### config.mk
export PLATFORM = sky130hd
export DESIGN_NAME = frame_tx_serializer
export DESIGN_NICKNAME = d
export VERILOG_FILES = /design/src/rtl/ftx_pkg.sv /design/src/rtl/ftx_crc.sv /design/src/rtl/ftx_preamble.sv /design/src/rtl/ftx_ctrl.sv /design/src/rtl/frame_tx_serializer.sv
export SDC_FILE = /design/constraint.sdc
export NUM_CORES = 1
export LEC_CHECK = 0
export ABC_AREA = 1
export BUFFER_PORTS_ARGS = -buffer_cell sky130_fd_sc_hd__buf_2
export CORE_MARGIN = 2
export CORE_UTILIZATION = 60
export CTS_BUF_LIST = sky130_fd_sc_hd__clkbuf_16
export CTS_CLUSTER_DIAMETER = 50
export DETAILED_ROUTE_END_ITERATION = 8
export PLACE_DENSITY = 0.79
export SETUP_SLACK_MARGIN = 0.5
export SYNTH_ARGS = -nofsm -noshare
export SYNTH_HDL_FRONTEND = slang
export SYNTH_SLANG_ARGS = --single-unit
### constraint.sdc
create_clock -name clk -period 2.2 [get_ports clk]
set_clock_uncertainty 0.05 [all_clocks]
set_input_delay 0 -clock clk [delete_from_list [all_inputs] [get_ports clk]]
set_output_delay 0 -clock clk [all_outputs]
set_load 0.05 [all_outputs]
### src/rtl/ftx_pkg.sv
package ftx_pkg;

    localparam int          CRC_W    = 32;
    localparam logic [31:0] CRC_POLY = 32'h04C1_1DB7;

    typedef enum logic [2:0] {
        ST_IDLE = 3'd0,
        ST_PRE  = 3'd1,
        ST_DATA = 3'd2,
        ST_FCS  = 3'd3,
        ST_JAM  = 3'd4
    } ftx_state_e;

    function automatic int ftx_max(input int a, input int b);
        return (a > b) ? a : b;
    endfunction

endpackage

### src/rtl/ftx_crc.sv
module ftx_crc
    import ftx_pkg::*;
(
    input  logic clk,
    input  logic rst_n,
    input  logic init_i,
    input  logic upd_i,
    input  logic bit_i,
    input  logic shift_i,
    output logic msb_o
);

    typedef struct packed {
        logic [CRC_W-1:0] crc;
    } crc_st_t;

    crc_st_t crc_d, crc_q;

    // Serial update, MSB-aligned register; shift mode drains the register for output.
    always_comb begin
        crc_d = crc_q;
        if (init_i) begin
            crc_d.crc = '1;
        end else if (upd_i) begin
            crc_d.crc = {crc_q.crc[CRC_W-2:0], 1'b0}
                      ^ ((crc_q.crc[CRC_W-1] ^ bit_i) ? CRC_POLY : '0);
        end else if (shift_i) begin
            crc_d.crc = {crc_q.crc[CRC_W-2:0], 1'b0};
        end
    end

    always_ff @(posedge clk or negedge rst_n) begin
        if (!rst_n) begin
            crc_q <= '{crc: '1};
        end else begin
            crc_q <= crc_d;
        end
    end

    assign msb_o = crc_q.crc[CRC_W-1];

endmodule

### src/rtl/ftx_preamble.sv
module ftx_preamble #(
    parameter int PRE_BITS = 62,
    parameter int SFD_BITS = 2,
    parameter int CNT_W    = 7
) (
    input  logic [CNT_W-1:0] cnt_i,
    output logic             bit_o,
    output logic             final_o
);

    localparam logic [CNT_W-1:0] PRE_LIM = CNT_W'(PRE_BITS);
    localparam logic [CNT_W-1:0] HDR_LIM = CNT_W'(PRE_BITS + SFD_BITS);

    // cnt_i is the index of the next header bit to be placed on the line.
    always_comb begin
        if (cnt_i < PRE_LIM) begin
            bit_o = ~cnt_i[0];
        end else begin
            bit_o = 1'b1;
        end
    end

    assign final_o = (cnt_i == HDR_LIM);

endmodule

### src/rtl/ftx_ctrl.sv
module ftx_ctrl
    import ftx_pkg::*;
#(
    parameter int PRE_BITS = 62,
    parameter int SFD_BITS = 2,
    parameter int JAM_BITS = 32,
    parameter int BYTE_W   = 8,
    parameter int CNT_W    = 7
) (
    input  logic              clk,
    input  logic              rst_n,
    input  logic              start_i,
    input  logic [BYTE_W-1:0] byte_data_i,
    input  logic              byte_valid_i,
    input  logic              byte_last_i,
    output logic              byte_ready_o,
    input  logic              coll_i,
    input  logic              pre_bit_i,
    input  logic              pre_final_i,
    input  logic              crc_msb_i,
    output logic [CNT_W-1:0]  cnt_o,
    output logic              crc_init_o,
    output logic              crc_upd_o,
    output logic              crc_bit_o,
    output logic              crc_shift_o,
    output logic              txd_o,
    output logic              tx_en_o,
    output logic              done_o,
    output logic              abort_o,
    output logic              underrun_o
);

    localparam logic [CNT_W-1:0] CNT_ONE  = CNT_W'(1);
    localparam logic [CNT_W-1:0] BYTE_END = CNT_W'(BYTE_W);
    localparam logic [CNT_W-1:0] CRC_END  = CNT_W'(CRC_W);
    localparam logic [CNT_W-1:0] JAM_END  = CNT_W'(JAM_BITS);

    typedef struct packed {
        ftx_state_e        st;
        logic [CNT_W-1:0]  cnt;
        logic [BYTE_W-1:0] sh;
        logic              last;
        logic              txd;
        logic              txen;
        logic              done;
        logic              abort;
        logic              urun;
    } ctl_t;

    localparam ctl_t CTL_RST = '{
        st: ST_IDLE, cnt: '0, sh: '0, last: 1'b0, txd: 1'b0,
        txen: 1'b0, done: 1'b0, abort: 1'b0, urun: 1'b0
    };

    ctl_t ctl_d, ctl_q;
    logic need_byte;
    logic on_line;
    logic fetch;

    assign need_byte = ((ctl_q.st == ST_PRE) && pre_final_i)
                    || ((ctl_q.st == ST_DATA) && (ctl_q.cnt == BYTE_END) && !ctl_q.last);
    assign on_line   = (ctl_q.st == ST_PRE) || (ctl_q.st == ST_DATA) || (ctl_q.st == ST_FCS);
    assign byte_ready_o = need_byte && !coll_i;

    always_comb begin
        ctl_d       = ctl_q;
        ctl_d.done  = 1'b0;
        ctl_d.abort = 1'b0;
        ctl_d.urun  = 1'b0;
        crc_init_o  = 1'b0;
        crc_upd_o   = 1'b0;
        crc_bit_o   = 1'b0;
        crc_shift_o = 1'b0;
        fetch       = 1'b0;

        unique case (ctl_q.st)
            ST_IDLE: begin
                if (start_i) begin
                    ctl_d.st   = ST_PRE;
                    ctl_d.txen = 1'b1;
                    ctl_d.txd  = pre_bit_i;
                    ctl_d.cnt  = CNT_ONE;
                    crc_init_o = 1'b1;
                end
            end
            ST_PRE: begin
                if (pre_final_i) begin
                    fetch = 1'b1;
                end else begin
                    ctl_d.txd = pre_bit_i;
                    ctl_d.cnt = ctl_q.cnt + CNT_ONE;
                end
            end
            ST_DATA: begin
                if (ctl_q.cnt == BYTE_END) begin
                    if (ctl_q.last) begin
                        ctl_d.st    = ST_FCS;
                        ctl_d.txd   = ~crc_msb_i;
                        ctl_d.cnt   = CNT_ONE;
                        crc_shift_o = 1'b1;
                    end else begin
                        fetch = 1'b1;
                    end
                end else begin
                    ctl_d.txd = ctl_q.sh[0];
                    ctl_d.sh  = ctl_q.sh >> 1;
                    ctl_d.cnt = ctl_q.cnt + CNT_ONE;
                    crc_upd_o = 1'b1;
                    crc_bit_o = ctl_q.sh[0];
                end
            end
            ST_FCS: begin
                if (ctl_q.cnt == CRC_END) begin
                    ctl_d.st   = ST_IDLE;
                    ctl_d.txen = 1'b0;
                    ctl_d.txd  = 1'b0;
                    ctl_d.cnt  = '0;
                    ctl_d.done = 1'b1;
                end else begin
                    ctl_d.txd   = ~crc_msb_i;
                    ctl_d.cnt   = ctl_q.cnt + CNT_ONE;
                    crc_shift_o = 1'b1;
                end
            end
            ST_JAM: begin
                if (ctl_q.cnt == JAM_END) begin
                    ctl_d.st    = ST_IDLE;
                    ctl_d.txen  = 1'b0;
                    ctl_d.txd   = 1'b0;
                    ctl_d.cnt   = '0;
                    ctl_d.abort = 1'b1;
                end else begin
                    ctl_d.txd = 1'b1;
                    ctl_d.cnt = ctl_q.cnt + CNT_ONE;
                end
            end
            default: begin
                ctl_d = CTL_RST;
            end
        endcase

        // Byte boundary: take the next byte or fall into the jam on a missing byte.
        if (fetch) begin
            if (byte_valid_i) begin
                ctl_d.st   = ST_DATA;
                ctl_d.txd  = byte_data_i[0];
                ctl_d.sh   = byte_data_i >> 1;
                ctl_d.last = byte_last_i;
                ctl_d.cnt  = CNT_ONE;
                crc_upd_o  = 1'b1;
                crc_bit_o  = byte_data_i[0];
            end else begin
                ctl_d.st   = ST_JAM;
                ctl_d.txd  = 1'b1;
                ctl_d.cnt  = CNT_ONE;
                ctl_d.urun = 1'b1;
            end
        end

        // A collision overrides every other decision while the frame is on the line.
        if (on_line && coll_i) begin
            ctl_d.st    = ST_JAM;
            ctl_d.txd   = 1'b1;
            ctl_d.txen  = 1'b1;
            ctl_d.cnt   = CNT_ONE;
            ctl_d.done  = 1'b0;
            ctl_d.urun  = 1'b0;
            crc_upd_o   = 1'b0;
            crc_shift_o = 1'b0;
        end
    end

    always_ff @(posedge clk or negedge rst_n) begin
        if (!rst_n) begin
            ctl_q <= CTL_RST;
        end else begin
            ctl_q <= ctl_d;
        end
    end

    assign cnt_o      = ctl_q.cnt;
    assign txd_o      = ctl_q.txd;
    assign tx_en_o    = ctl_q.txen;
    assign done_o     = ctl_q.done;
    assign abort_o    = ctl_q.abort;
    assign underrun_o = ctl_q.urun;

endmodule

### src/rtl/frame_tx_serializer.sv
module frame_tx_serializer
    import ftx_pkg::*;
#(
    parameter int PRE_BITS = 62,
    parameter int SFD_BITS = 2,
    parameter int JAM_BITS = 32,
    parameter int BYTE_W   = 8
) (
    input  logic              clk,
    input  logic              rst_n,
    input  logic              start_i,
    input  logic [BYTE_W-1:0] byte_data_i,
    input  logic              byte_valid_i,
    input  logic              byte_last_i,
    output logic              byte_ready_o,
    input  logic              coll_i,
    output logic              txd_o,
    output logic              tx_en_o,
    output logic              done_o,
    output logic              abort_o,
    output logic              underrun_o
);

    localparam int CNT_MAX = ftx_max(ftx_max(PRE_BITS + SFD_BITS, JAM_BITS),
                                     ftx_max(CRC_W, BYTE_W));
    localparam int CNT_W   = $clog2(CNT_MAX + 1);

    logic [CNT_W-1:0] cnt;
    logic pre_bit, pre_final;
    logic crc_init, crc_upd, crc_bit, crc_shift, crc_msb;

    ftx_preamble #(
        .PRE_BITS (PRE_BITS),
        .SFD_BITS (SFD_BITS),
        .CNT_W    (CNT_W)
    ) u_pre (
        .cnt_i   (cnt),
        .bit_o   (pre_bit),
        .final_o (pre_final)
    );

    ftx_crc u_crc (
        .clk     (clk),
        .rst_n   (rst_n),
        .init_i  (crc_init),
        .upd_i   (crc_upd),
        .bit_i   (crc_bit),
        .shift_i (crc_shift),
        .msb_o   (crc_msb)
    );

    ftx_ctrl #(
        .PRE_BITS (PRE_BITS),
        .SFD_BITS (SFD_BITS),
        .JAM_BITS (JAM_BITS),
        .BYTE_W   (BYTE_W),
        .CNT_W    (CNT_W)
    ) u_ctrl (
        .clk          (clk),
        .rst_n        (rst_n),
        .start_i      (start_i),
        .byte_data_i  (byte_data_i),
        .byte_valid_i (byte_valid_i),
        .byte_last_i  (byte_last_i),
        .byte_ready_o (byte_ready_o),
        .coll_i       (coll_i),
        .pre_bit_i    (pre_bit),
        .pre_final_i  (pre_final),
        .crc_msb_i    (crc_msb),
        .cnt_o        (cnt),
        .crc_init_o   (crc_init),
        .crc_upd_o    (crc_upd),
        .crc_bit_o    (crc_bit),
        .crc_shift_o  (crc_shift),
        .txd_o        (txd_o),
        .tx_en_o      (tx_en_o),
        .done_o       (done_o),
        .abort_o      (abort_o),
        .underrun_o   (underrun_o)
    );

endmodule

==> reports/results.txt <==
Status: complete, no violations
Via count: 3,123
Vias per inst: 6.148
Sequential share of power: 34.4%
Flops & latches, synth: 56
WP data required: 2.40 ns
Register area: 1446 um2
Cell Area, Placed: 3421 um2
Initial antenna violation count: 0
Synth warn: 0
EDFF count, synth: 0
Total CTS buffers: 5
Sw frac: 38.44%
Final slew viol count: 0
Sequential element share of the synthesized area: 45.64%
Post-synth top flop: dfstp_2
Synth async-reset ratio: 100.0%
Power Density: 788.2 nW/um2
Type of origin of the critical path: flip-flop
Total Routing Usage GR: 27.79%
Post-layout minimum cycle time: 2.116 ns
Dpl hpwl: 4356 um
Syn Area/Cell: 8.748 um2
Commonest non-fill, non-tap cell in the layout: inv_1
Period utilization: 96.18%
Syn Std Cell Area: 3158 um2
Remaining DRCs: 0
Die width: 76.55 um
Nets: 453
Row count: 26
Power Total: 3475 uW
Share of layout cells above drive strength 1: 52.74%
GP Congestion: 0.8921
ANT cells: 0
Fin area: 4409 um2
Peak VDD IR: 0.0007395 V
Wirelength per Cell: 20.50 um
Combinational fraction of design power: 41.3%
Fill count: 219
CTS H-Tree Depth: 2
GRT Residual Overflow: 0
Leakage power: 0.002232 uW
Iter 0 DRT Violations: 330
Clock Path Buffers: 2
FMAX: 472.6 MHz
Initial cell density of the core: 61.83%
Clk slew on worst S/H paths: 0.08 ns
CTS tree: built
Clock Sinks: 56
I/O pins: 20
Area growth, synth to finish: 39.62%
Hold Worst Slack: 0.04045 ns
Clock latency on the worst-skew pair: 0.31 ns
WL final: 10,410 um
Die area: 5860 um2
Sw Pwr: 1336 uW
Clock power frac: 24.2%
IO Port Bufs: 19
Vias in the first global route: 2,748
Core box area: 5107 um2
Slew @ Worst Pin: 0.6141 ns
Dpl cells: 451
RSZ-0062 raised after global routing: yes
Most frequent cells in the layout: inv_1 (64), nand2_1 (40), dfstp_2 (32), buf_4 (31), nand2_2 (22)
Crit. End Element: flip-flop
Clock root cell: clkbuf_16
Count of endpoints failing setup in the final report: 0
Drt first pass iters: 5
Worst EP arrival: 2.31 ns
Post-Layout Cell Count: 508
ANT nets after route: 0
Count of cell types in the netlist: 37
WS Path Type: reg -> reg
Total of max-cap violations: 0
Max-slew headroom: 59.06%
Int Pwr: 2139 uW
Setup TNS Final: 0 ns
Die Ht: 76.55 um
Crit path max fanout: 8
First-pass GRT wire length: 12,980 um
Min-Delay Path Class: in -> reg
Multi-input logic area: 1623 um2
Final Hold Violating Endpoints: 0
Post-Syn Nets: 377
Cells after synthesis: 361
Largest net degree at the start of global routing: 33
timing repair:
action / in CTS / in global routing
hold buffers: 9 / 0
cloned: 3 / 3
setup buffers: 18 / 16
resized for setup: 31 / 73
pin swaps: 24 / 50
setup endpoints to repair: 51 / 53
hold endpoints to repair: 25 / 0
registers in the layout (all words and copies together), names as in the netlist:
name	count
u_ctrl.ctl_q	12
u_ctrl.cnt_o	7
u_ctrl.txd_o	1
u_ctrl.underrun_o	1
u_ctrl.abort_o	1
u_crc.crc_q	32
u_ctrl.done_o	1
u_ctrl.tx_en_o	1
synth_stat cells, types with 2 or more instances:
cell       n  share of area [%]
buf_4      3               0.71
nand2_4    4                1.4
o21ai_1    4               0.63
dfstp_2   32                 27
nand2_2    7                1.4
nand3_1   23                3.6
inv_2      9                1.1
buf_2      3               0.48
dfrtp_1   24                 19
nand2_1   62                7.4
nand4_1   15                3.0
o221ai_1   6                1.7
o211ai_1   2               0.48
a21oi_1    6               0.95
nor2_8     2                1.3
nor3_1     6               0.95
a31oi_1    4               0.79
o21ai_0    9                1.4
nand3_2    3               0.95
nand3_4    3                1.7
buf_6      5                1.8
inv_4      2               0.40
nor2_1    23                2.7
nor3_2     2               0.63
inv_1     72                8.6
a22oi_2   18                7.1
ha_1       2               0.79
power by group through the flow:
stage	clock network [uW]	registers, uW	logic, uW
2_1_floorplan	0	1260	598
3_3_place_gp	0	1200	881
3_5_place_dp	0	1200	894
4_1_cts	832	1180	1150
5_1_grt	880	1200	1510
6_report	843	1200	1440
area by class of cell:
type                       instances  share of cell area [%]
multi-input combinational        211                   36.80
clock inverter                     3                  0.5959
inverter                          84                   7.662
timing repair buffer              78                   17.11
clock buffer                       5                   2.838
timing repair inverter             1                  0.1986
sequential                        56                   32.80
tap                               70                   1.986
metal layers:
metal	up-vias	global-route usage [%]	share of wire, %
met2	241	46.73	48
li1	1323	-	-
met1	1500	35.92	38
met3	59	4.858	8.6
met5	-	0	0
met4	0	10.73	5.5
critical path: stages (launching register included):
cell	delay, ns
dfrtp_2	0.46
inv_2	0.13
nand2_4	0.10
nor2_8	0.19
nand4_1	0.15
nand2_1	0.13
nand2_2	0.09
nand3_4	0.12
buf_4	0.21
nand4_1	0.18
nand3_2	0.11
nand2_1	0.07
inv_1	0.06
logic make-up after synthesis:
group	Yosys count	share of synthesized area (%)
AOI/OAI and AO/OA	53	14.03
xor gates and xnor gates	1	0.2774
adders and majority gates	2	0.7923
buffers and inverters	95	13.11
DFF	56	45.64
and+or+nand+nor	154	26.15
worst paths after layout:
kind	end	cells after the start	slack, ns	startpoint
worst min-delay path	u_ctrl.txd_o	3	0.04	byte_data_i[0]
worst max-delay path	u_crc.crc_q[8]	12	0.08	u_ctrl.ctl_q[23]
max in group asynchronous	u_crc.crc_q[8]	3	1.25	rst_n
worst max register to register	u_crc.crc_q[8]	12	0.08	u_ctrl.ctl_q[23]
worst min register to register	u_crc.crc_q[29]	2	0.46	u_crc.crc_q[29]
min in group asynchronous	u_ctrl.ctl_q[5]	2	0.19	rst_n
through the flow:
stage               util, %  setup slack, ns
global route          86.33         -0.01541
global placement      66.98           0.1745
detailed placement    66.98           0.1514
floorplan                 -           0.3699
CTS                   78.05           0.2801
finish                86.33          0.08407
Power figures use the tool's default switching activity.
